<file path="src/rtl/mdu_pkg.sv">
package mdu_pkg;

    localparam int unsigned MDU_W = 32;

    typedef enum logic [1:0] {
        OP_MULS = 2'b00,
        OP_MULU = 2'b01,
        OP_DIVS = 2'b10,
        OP_DIVU = 2'b11
    } mdu_op_e;

    typedef enum logic [1:0] {
        S_IDLE = 2'b00,
        S_RUN  = 2'b01,
        S_FIN  = 2'b10
    } mdu_state_e;

endpackage

</file>
<file path="src/rtl/mdu_prep.sv">
// Converts operands to magnitudes and derives the sign corrections
// that the final cycle applies.
module mdu_prep #(
    parameter int unsigned W = 32
) (
    input  logic [1:0]   op,
    input  logic [W-1:0] a,
    input  logic [W-1:0] b,
    output logic [W-1:0] mag_a,
    output logic [W-1:0] mag_b,
    output logic         neg_main,
    output logic         neg_rem
);
    logic is_signed;
    logic sa;
    logic sb;

    always_comb begin
        // bit 0 low selects the signed variant of both multiply and divide
        is_signed = ~op[0];
        sa        = is_signed & a[W-1];
        sb        = is_signed & b[W-1];
        mag_a     = sa ? (~a + 1'b1) : a;
        mag_b     = sb ? (~b + 1'b1) : b;
        neg_main  = sa ^ sb;
        neg_rem   = sa;
    end
endmodule

</file>
<file path="src/rtl/mdu_step.sv">
// One iteration of either shift-and-add multiply or restoring divide.
module mdu_step #(
    parameter int unsigned W = 32
) (
    input  logic         is_div,
    input  logic [W:0]   hi,
    input  logic [W-1:0] lo,
    input  logic [W-1:0] b,
    output logic [W:0]   nhi,
    output logic [W-1:0] nlo
);
    logic [W:0]   addend;
    logic [W:0]   sum;
    logic [W:0]   shifted;
    logic [W+1:0] diff;
    logic         qbit;

    always_comb begin
        // multiply path: conditional add, then shift the pair right
        addend  = lo[0] ? {1'b0, b} : '0;
        sum     = hi + addend;
        // divide path: shift the pair left, trial subtract
        shifted = {hi[W-1:0], lo[W-1]};
        diff    = {1'b0, shifted} - {2'b00, b};
        qbit    = ~diff[W+1];
        if (is_div) begin
            nhi = qbit ? diff[W:0] : shifted;
            nlo = {lo[W-2:0], qbit};
        end else begin
            nhi = {1'b0, sum[W:1]};
            nlo = {sum[0], lo[W-1:1]};
        end
    end
endmodule

</file>
<file path="src/rtl/mdu_ctrl.sv">
module mdu_ctrl
    import mdu_pkg::*;
#(
    parameter int unsigned W = 32
) (
    input  logic clk,
    input  logic rst_n,
    input  logic start,
    output logic busy,
    output logic done,
    output logic load,
    output logic step,
    output logic fin
);
    localparam int unsigned CW   = $clog2(W);
    localparam logic [CW-1:0] LAST = CW'(W - 1);

    mdu_state_e    state_q, state_d;
    logic [CW-1:0] cnt_q, cnt_d;
    logic          done_q;

    always_ff @(posedge clk or negedge rst_n) begin
        if (!rst_n) begin
            state_q <= S_IDLE;
            cnt_q   <= '0;
            done_q  <= 1'b0;
        end else begin
            state_q <= state_d;
            cnt_q   <= cnt_d;
            done_q  <= (state_q == S_FIN);
        end
    end

    always_comb begin
        state_d = state_q;
        cnt_d   = cnt_q;
        unique case (state_q)
            S_IDLE: begin
                cnt_d = '0;
                if (start) state_d = S_RUN;
            end
            S_RUN: begin
                cnt_d = cnt_q + 1'b1;
                if (cnt_q == LAST) state_d = S_FIN;
            end
            S_FIN: state_d = S_IDLE;
            default: state_d = S_IDLE;
        endcase
    end

    always_comb begin
        busy = 1'b0;
        load = 1'b0;
        step = 1'b0;
        fin  = 1'b0;
        unique case (state_q)
            S_IDLE: load = start;
            S_RUN: begin
                busy = 1'b1;
                step = 1'b1;
            end
            S_FIN: begin
                busy = 1'b1;
                fin  = 1'b1;
            end
            default: ;
        endcase
    end

    assign done = done_q;

    // done is a single-cycle pulse and never overlaps busy
    assert_done_pulse_R2: assert property (@(posedge clk) disable iff (!rst_n)
        done |=> !done);
    assert_done_idle_R2: assert property (@(posedge clk) disable iff (!rst_n)
        done |-> !busy);
    // the iteration counter advances regardless of any start while running
    assert_run_advance_R9: assert property (@(posedge clk) disable iff (!rst_n)
        (state_q == S_RUN && cnt_q != LAST) |=>
            (state_q == S_RUN && cnt_q == $past(cnt_q) + CW'(1)));
endmodule

</file>
<file path="src/rtl/mdu_unit.sv">
module mdu_unit
    import mdu_pkg::*;
#(
    parameter int unsigned W = MDU_W
) (
    input  logic         clk,
    input  logic         rst_n,
    input  logic         start,
    input  logic [1:0]   op,
    input  logic [W-1:0] opa,
    input  logic [W-1:0] opb,
    output logic         busy,
    output logic         done,
    output logic [W-1:0] hi_rd,
    output logic [W-1:0] lo_rd
);
    localparam int unsigned PW = 2 * W;

    logic load, step, fin;
    logic [W-1:0] mag_a, mag_b;
    logic neg_main, neg_rem;

    logic [W:0]   wk_hi, nhi;
    logic [W-1:0] wk_lo, nlo, wk_b;
    mdu_op_e      op_q;
    logic [W-1:0] a_q, b_q;
    logic         negm_q, negr_q;
    logic [W-1:0] hi_q, lo_q;

    logic [PW-1:0] prod, prod_s;
    logic [W-1:0]  quo, rem, res_hi, res_lo;

    mdu_ctrl #(.W(W)) u_ctrl (
        .clk(clk), .rst_n(rst_n), .start(start),
        .busy(busy), .done(done), .load(load), .step(step), .fin(fin)
    );

    mdu_prep #(.W(W)) u_prep (
        .op(op), .a(opa), .b(opb),
        .mag_a(mag_a), .mag_b(mag_b), .neg_main(neg_main), .neg_rem(neg_rem)
    );

    mdu_step #(.W(W)) u_step (
        .is_div(op_q[1]), .hi(wk_hi), .lo(wk_lo), .b(wk_b),
        .nhi(nhi), .nlo(nlo)
    );

    always_ff @(posedge clk or negedge rst_n) begin
        if (!rst_n) begin
            wk_hi  <= '0;
            wk_lo  <= '0;
            wk_b   <= '0;
            op_q   <= OP_MULS;
            a_q    <= '0;
            b_q    <= '0;
            negm_q <= 1'b0;
            negr_q <= 1'b0;
            hi_q   <= '0;
            lo_q   <= '0;
        end else begin
            if (load) begin
                wk_hi  <= '0;
                wk_lo  <= mag_a;
                wk_b   <= mag_b;
                op_q   <= mdu_op_e'(op);
                a_q    <= opa;
                b_q    <= opb;
                negm_q <= neg_main;
                negr_q <= neg_rem;
            end else if (step) begin
                wk_hi <= nhi;
                wk_lo <= nlo;
            end
            if (fin) begin
                hi_q <= res_hi;
                lo_q <= res_lo;
            end
        end
    end

    // sign fix-up and placement into the shared pair
    always_comb begin
        prod   = {wk_hi[W-1:0], wk_lo};
        prod_s = negm_q ? (~prod + 1'b1) : prod;
        quo    = negm_q ? (~wk_lo + 1'b1) : wk_lo;
        rem    = negr_q ? (~wk_hi[W-1:0] + 1'b1) : wk_hi[W-1:0];
        if (b_q == '0) quo = '1;
        if (op_q[1]) begin
            res_hi = rem;
            res_lo = quo;
        end else begin
            res_hi = prod_s[PW-1:W];
            res_lo = prod_s[W-1:0];
        end
    end

    assign hi_rd = hi_q;
    assign lo_rd = lo_q;

    assert_pair_hold_R10: assert property (@(posedge clk) disable iff (!rst_n)
        !done |-> ($stable(hi_q) && $stable(lo_q)));
    assert_mulu_product_R3: assert property (@(posedge clk) disable iff (!rst_n)
        (done && op_q == OP_MULU) |->
            ({hi_q, lo_q} == {{W{1'b0}}, a_q} * {{W{1'b0}}, b_q}));
    assert_divu_identity_R5: assert property (@(posedge clk) disable iff (!rst_n)
        (done && op_q == OP_DIVU && b_q != '0) |->
            (({{W{1'b0}}, lo_q} * {{W{1'b0}}, b_q} + {{W{1'b0}}, hi_q})
                == {{W{1'b0}}, a_q} && hi_q < b_q));
    assert_div_zero_R7: assert property (@(posedge clk) disable iff (!rst_n)
        (done && op_q[1] && b_q == '0) |-> (lo_q == '1 && hi_q == a_q));
endmodule

</file>
<file path="config.mk">
export PLATFORM = sky130hd
export DESIGN_NAME = mdu_unit
export DESIGN_NICKNAME = d
export VERILOG_FILES = /design/src/rtl/mdu_pkg.sv /design/src/rtl/mdu_prep.sv /design/src/rtl/mdu_step.sv /design/src/rtl/mdu_ctrl.sv /design/src/rtl/mdu_unit.sv
export SDC_FILE = /design/constraint.sdc
export NUM_CORES = 1
export LEC_CHECK = 0
export CAP_MARGIN = 15
export CORE_MARGIN = 2
export CORE_UTILIZATION = 30
export DETAILED_ROUTE_END_ITERATION = 10
export SYNTH_ARGS = -nofsm -noshare
export SYNTH_HDL_FRONTEND = slang
export SYNTH_HIERARCHICAL = 1
export SYNTH_SLANG_ARGS = --single-unit
</file>
<file path="constraint.sdc">
create_clock -name clk -period 8.6 [get_ports clk]
set_input_delay 1.72 -clock clk [delete_from_list [all_inputs] [get_ports clk]]
set_output_delay 1.72 -clock clk [all_outputs]
set_load 0.02 [all_outputs]
</file>
==> metrics <==
Reg-to-Reg Start=wk_lo[0]; CP startpoint=wk_lo[0]; layout overhead on the synthesized area=17.0%; CP Launch Type=flop; ANT nets after route=0; Starting Density=30.3%; drt pass-1 iters=5; Final WS setup=4.36 ns; footprint of the multi-input gates=0.0106 mm2; layout cells sized above 1=10.3%; Synth Cell Area=0.0164 mm2; final setup violation count=0; clock latency on the worst-skew pair=approximately 0.56 ns; Final Critical Period=4.24 ns; clock group share of total power=15.4%; core footprint=between 0.05 and 0.06 mm2; worst IR drop on VDD=between 0.0002 and 0.00025 V; #FFs+latches synth=204; multiplexer share of the synthesized area=between 10% and 20%; simple-gate share of the synthesized area=between 10% and 20%; Cell Pwr Density=380 mW/mm2; DR iter-0 viols=about 1,100; htree depth=1; Slew Limit Fails=0; HP Start=u_ctrl/cnt_q[4]; setup TNS=0 ns; largest net degree at the start of global routing=109; final wirelength=52,400 um; post-synthesis net count=2,022; Hold-fix buffers, CTS=0; post-synthesis xor/xnor area fraction=under 10%; vias in the first global route=~14,000; unrepaired setup endpoints after global routing=no; maxcap violations=0; Pwr Total=7.28 mW; Synth Warn #=6; Post-Place Worst Slack=4.23 ns; Total Die Area=0.0564 mm2; first-pass GRT wire length=82,400 um; PortBufs=roughly 130; Crit path required time=9.00 ns; Worst Setup Path Type=flop to flop; Compound-Gate Fraction of Synth Area=18.9%; initial antenna violation count=0; main combinational cell family by area after synthesis=compound AO/OA/AOI/OAI gates; Slew @ Worst Pin=roughly 1.1 ns; area share of fa/ha/maj cells after synthesis=5.90%; Leakage=8.17 nW; I/O pin total=135; Hold WS=around 0.5 ns; CTS tree=yes; drt drc=0; routability cong.=0.883; CTS buffer count=27; status=completed; Final Cycle Share=between 40% and 50%; Via density=around 5.5; Worst-path clk slew=0.06 ns; filler cell count=5,497; Cell Rows=85; Rel. slew slack=27.9%; DR WL/cell=19.7 um; CP Capture Type=flop; die height=238 um; grt ovf=0; hold crit path type=flop to flop; Core Util, Final=approximately 36%; DP HPWL=39,600 um; Die Width=238 um; Setup Buffers After CTS=0; Yosys cell types=91; number of synthesized flops with an enable pin=0; Synth async-reset ratio=100%; Seq/Total Area, Yosys=31.2%; CTS root buf=clkbuf_16; Final Skew=0.0179 ns; fmax=~0.24 GHz; Antenna Cells=0; P_sw=between 3 and 4 mW; Register Area=0.00511 mm2; Final nets=between 2,000 and 2,500; CP arrival=4.64 ns; CTS resizes=0; Top FF cell, synth=dfrtp_1; Vias=14,700; total track usage=18.2%; clk buf depth=3; Avg Synthesized Cell Area=slightly below 9 um2; Int Pwr=about 3.8 mW; Fin. Hold Viols=0; crit-path max FO=37; Clock Sinks=204; share of power burned in registers=25.5%; Comb power frac=59.2%; Gate Count Post-Synth=1,877; Sw Share=48.1%
cell families (layout without fill, tap and decap cells):
logic type               count (synthesis)  count (layout)
buffers and inverters                  165             258
adder cells (fa/ha/maj)                 76              76
AND/OR/NAND/NOR                        595             595
XOR/XNOR                               164             164
AO/OA/AOI/OAI                          480             480
flip-flops                             204             204
multiplexers                           193             193
routing by layer:
| metal | routed length, um | up-vias | global-route usage (%) |
|---|---|---|---|
| met4 | 946 | 0 | 3.98 |
| met1 | 25100 | 7177 | 26.2 |
| met2 | 23700 | 404 | 29.1 |
| met5 | 0 | - | 0 |
| met3 | 2670 | 64 | 2.08 |
| li1 | - | 7009 | - |
flip-flops by register name, summed over array words and instances (netlist names):
register        flops
wk_hi              33
b_q                32
hi_rd              32
lo_rd              32
wk_b               32
wk_lo              32
u_ctrl/cnt_q        5
u_ctrl/state_q      2
negm_q              1
negr_q              1
op_q                1
u_ctrl/done         1
Yosys cell counts (12+ instances only):
library cell    n  share of area (%)
nand3_1        31               0.95
o21a_1         17               0.78
or4_1          16               0.73
o31ai_1        31                1.4
o21ai_0       104                3.2
ha_1           74                5.7
xor2_1         87                4.7
nand2b_1       16               0.61
nor3_1         48                1.5
nor4_1         39                1.5
a21oi_1       147                4.5
o41ai_1        12               0.64
xnor2_1        77                4.1
nand2_1       123                2.8
nand4_1        26               0.99
mux2_2        104                7.2
inv_1          65                1.5
nor2_1        173                4.0
a21o_1         41                1.9
clkbuf_1       74                1.7
or3_1          18               0.69
a31oi_1        37                1.4
mux2i_1        88                5.4
dfrtp_1       204                 31
and2_1         39                1.5
power by group through the flow:
stage | combinational [mW] | sequential [mW] | clock (mW)
4_1_cts | 4.27 | 1.83 | 1.14
6_report | 4.31 | 1.85 | 1.12
5_1_grt | 4.76 | 1.90 | 1.19
3_5_place_dp | 4.24 | 1.85 | 0
3_3_place_gp | 4.19 | 1.83 | 0
2_1_floorplan | 3.40 | 1.55 | 0
worst max-delay path, cell delays in order, from the launching register on:
cell and delay, ns:
dfrtp_1 0.36, buf_4 0.23, and2_1 0.18, ha_1 0.21, fa_1 0.41, a21o_1 0.19, a211o_1 0.35, a2111oi_4 0.48
o31ai_2 0.19, a21boi_4 0.29, o221ai_2 0.20, a221o_1 0.38, xnor2_1 0.25, mux2i_1 0.12, mux2i_1 0.17, nor2_1 0.05
through the flow:
step | area, um2 | std cells
finish | 19100 | 2666
global route | 19100 | 2666
CTS | 19100 | 2666
detailed placement | 18300 | 2622
global placement | 18300 | 2622
floorplan | 16400 | 1877
layout make-up:
class | instances | share of cell area, %
Multi-Input combinational cell | 1508 | 55.4
Sequential cell | 204 | 26.7
Timing Repair Buffer | 147 | 7.53
Tap cell | 696 | 4.55
Clock buffer | 34 | 3.77
Inverter | 67 | 1.31
Clock inverter | 10 | 0.719
final timing paths:
path / endpoint / slack (ns) / cells after the start
setup / recovery: wk_hi[29] / 4.36 / 15
hold / removal: u_ctrl/cnt_q[4] / 0.50 / 1
setup reg to reg: wk_hi[29] / 4.36 / 15
hold reg to reg: u_ctrl/cnt_q[4] / 0.50 / 1
max in group asynchronous: wk_b[31] / 6.06 / 2
min in group asynchronous: lo_rd[19] / 1.13 / 1
cell usage in the layout (no fill, tap or decap), types with 31 or more instances in the layout:
cell	netlist	routed
clkdlybuf4s50_1	0	133
nand3_1	31	31
xor2_1	87	87
nor3_1	48	48
nor2_1	173	173
nor4_1	39	39
inv_1	65	65
ha_1	74	72
o21ai_0	104	104
mux2i_1	88	88
dfrtp_1	204	203
a31oi_1	37	37
nand2_1	123	123
a21o_1	41	41
a21oi_1	147	147
mux2_2	104	104
and2_1	39	38
xnor2_1	77	77
(Power assumes the default switching activity.)
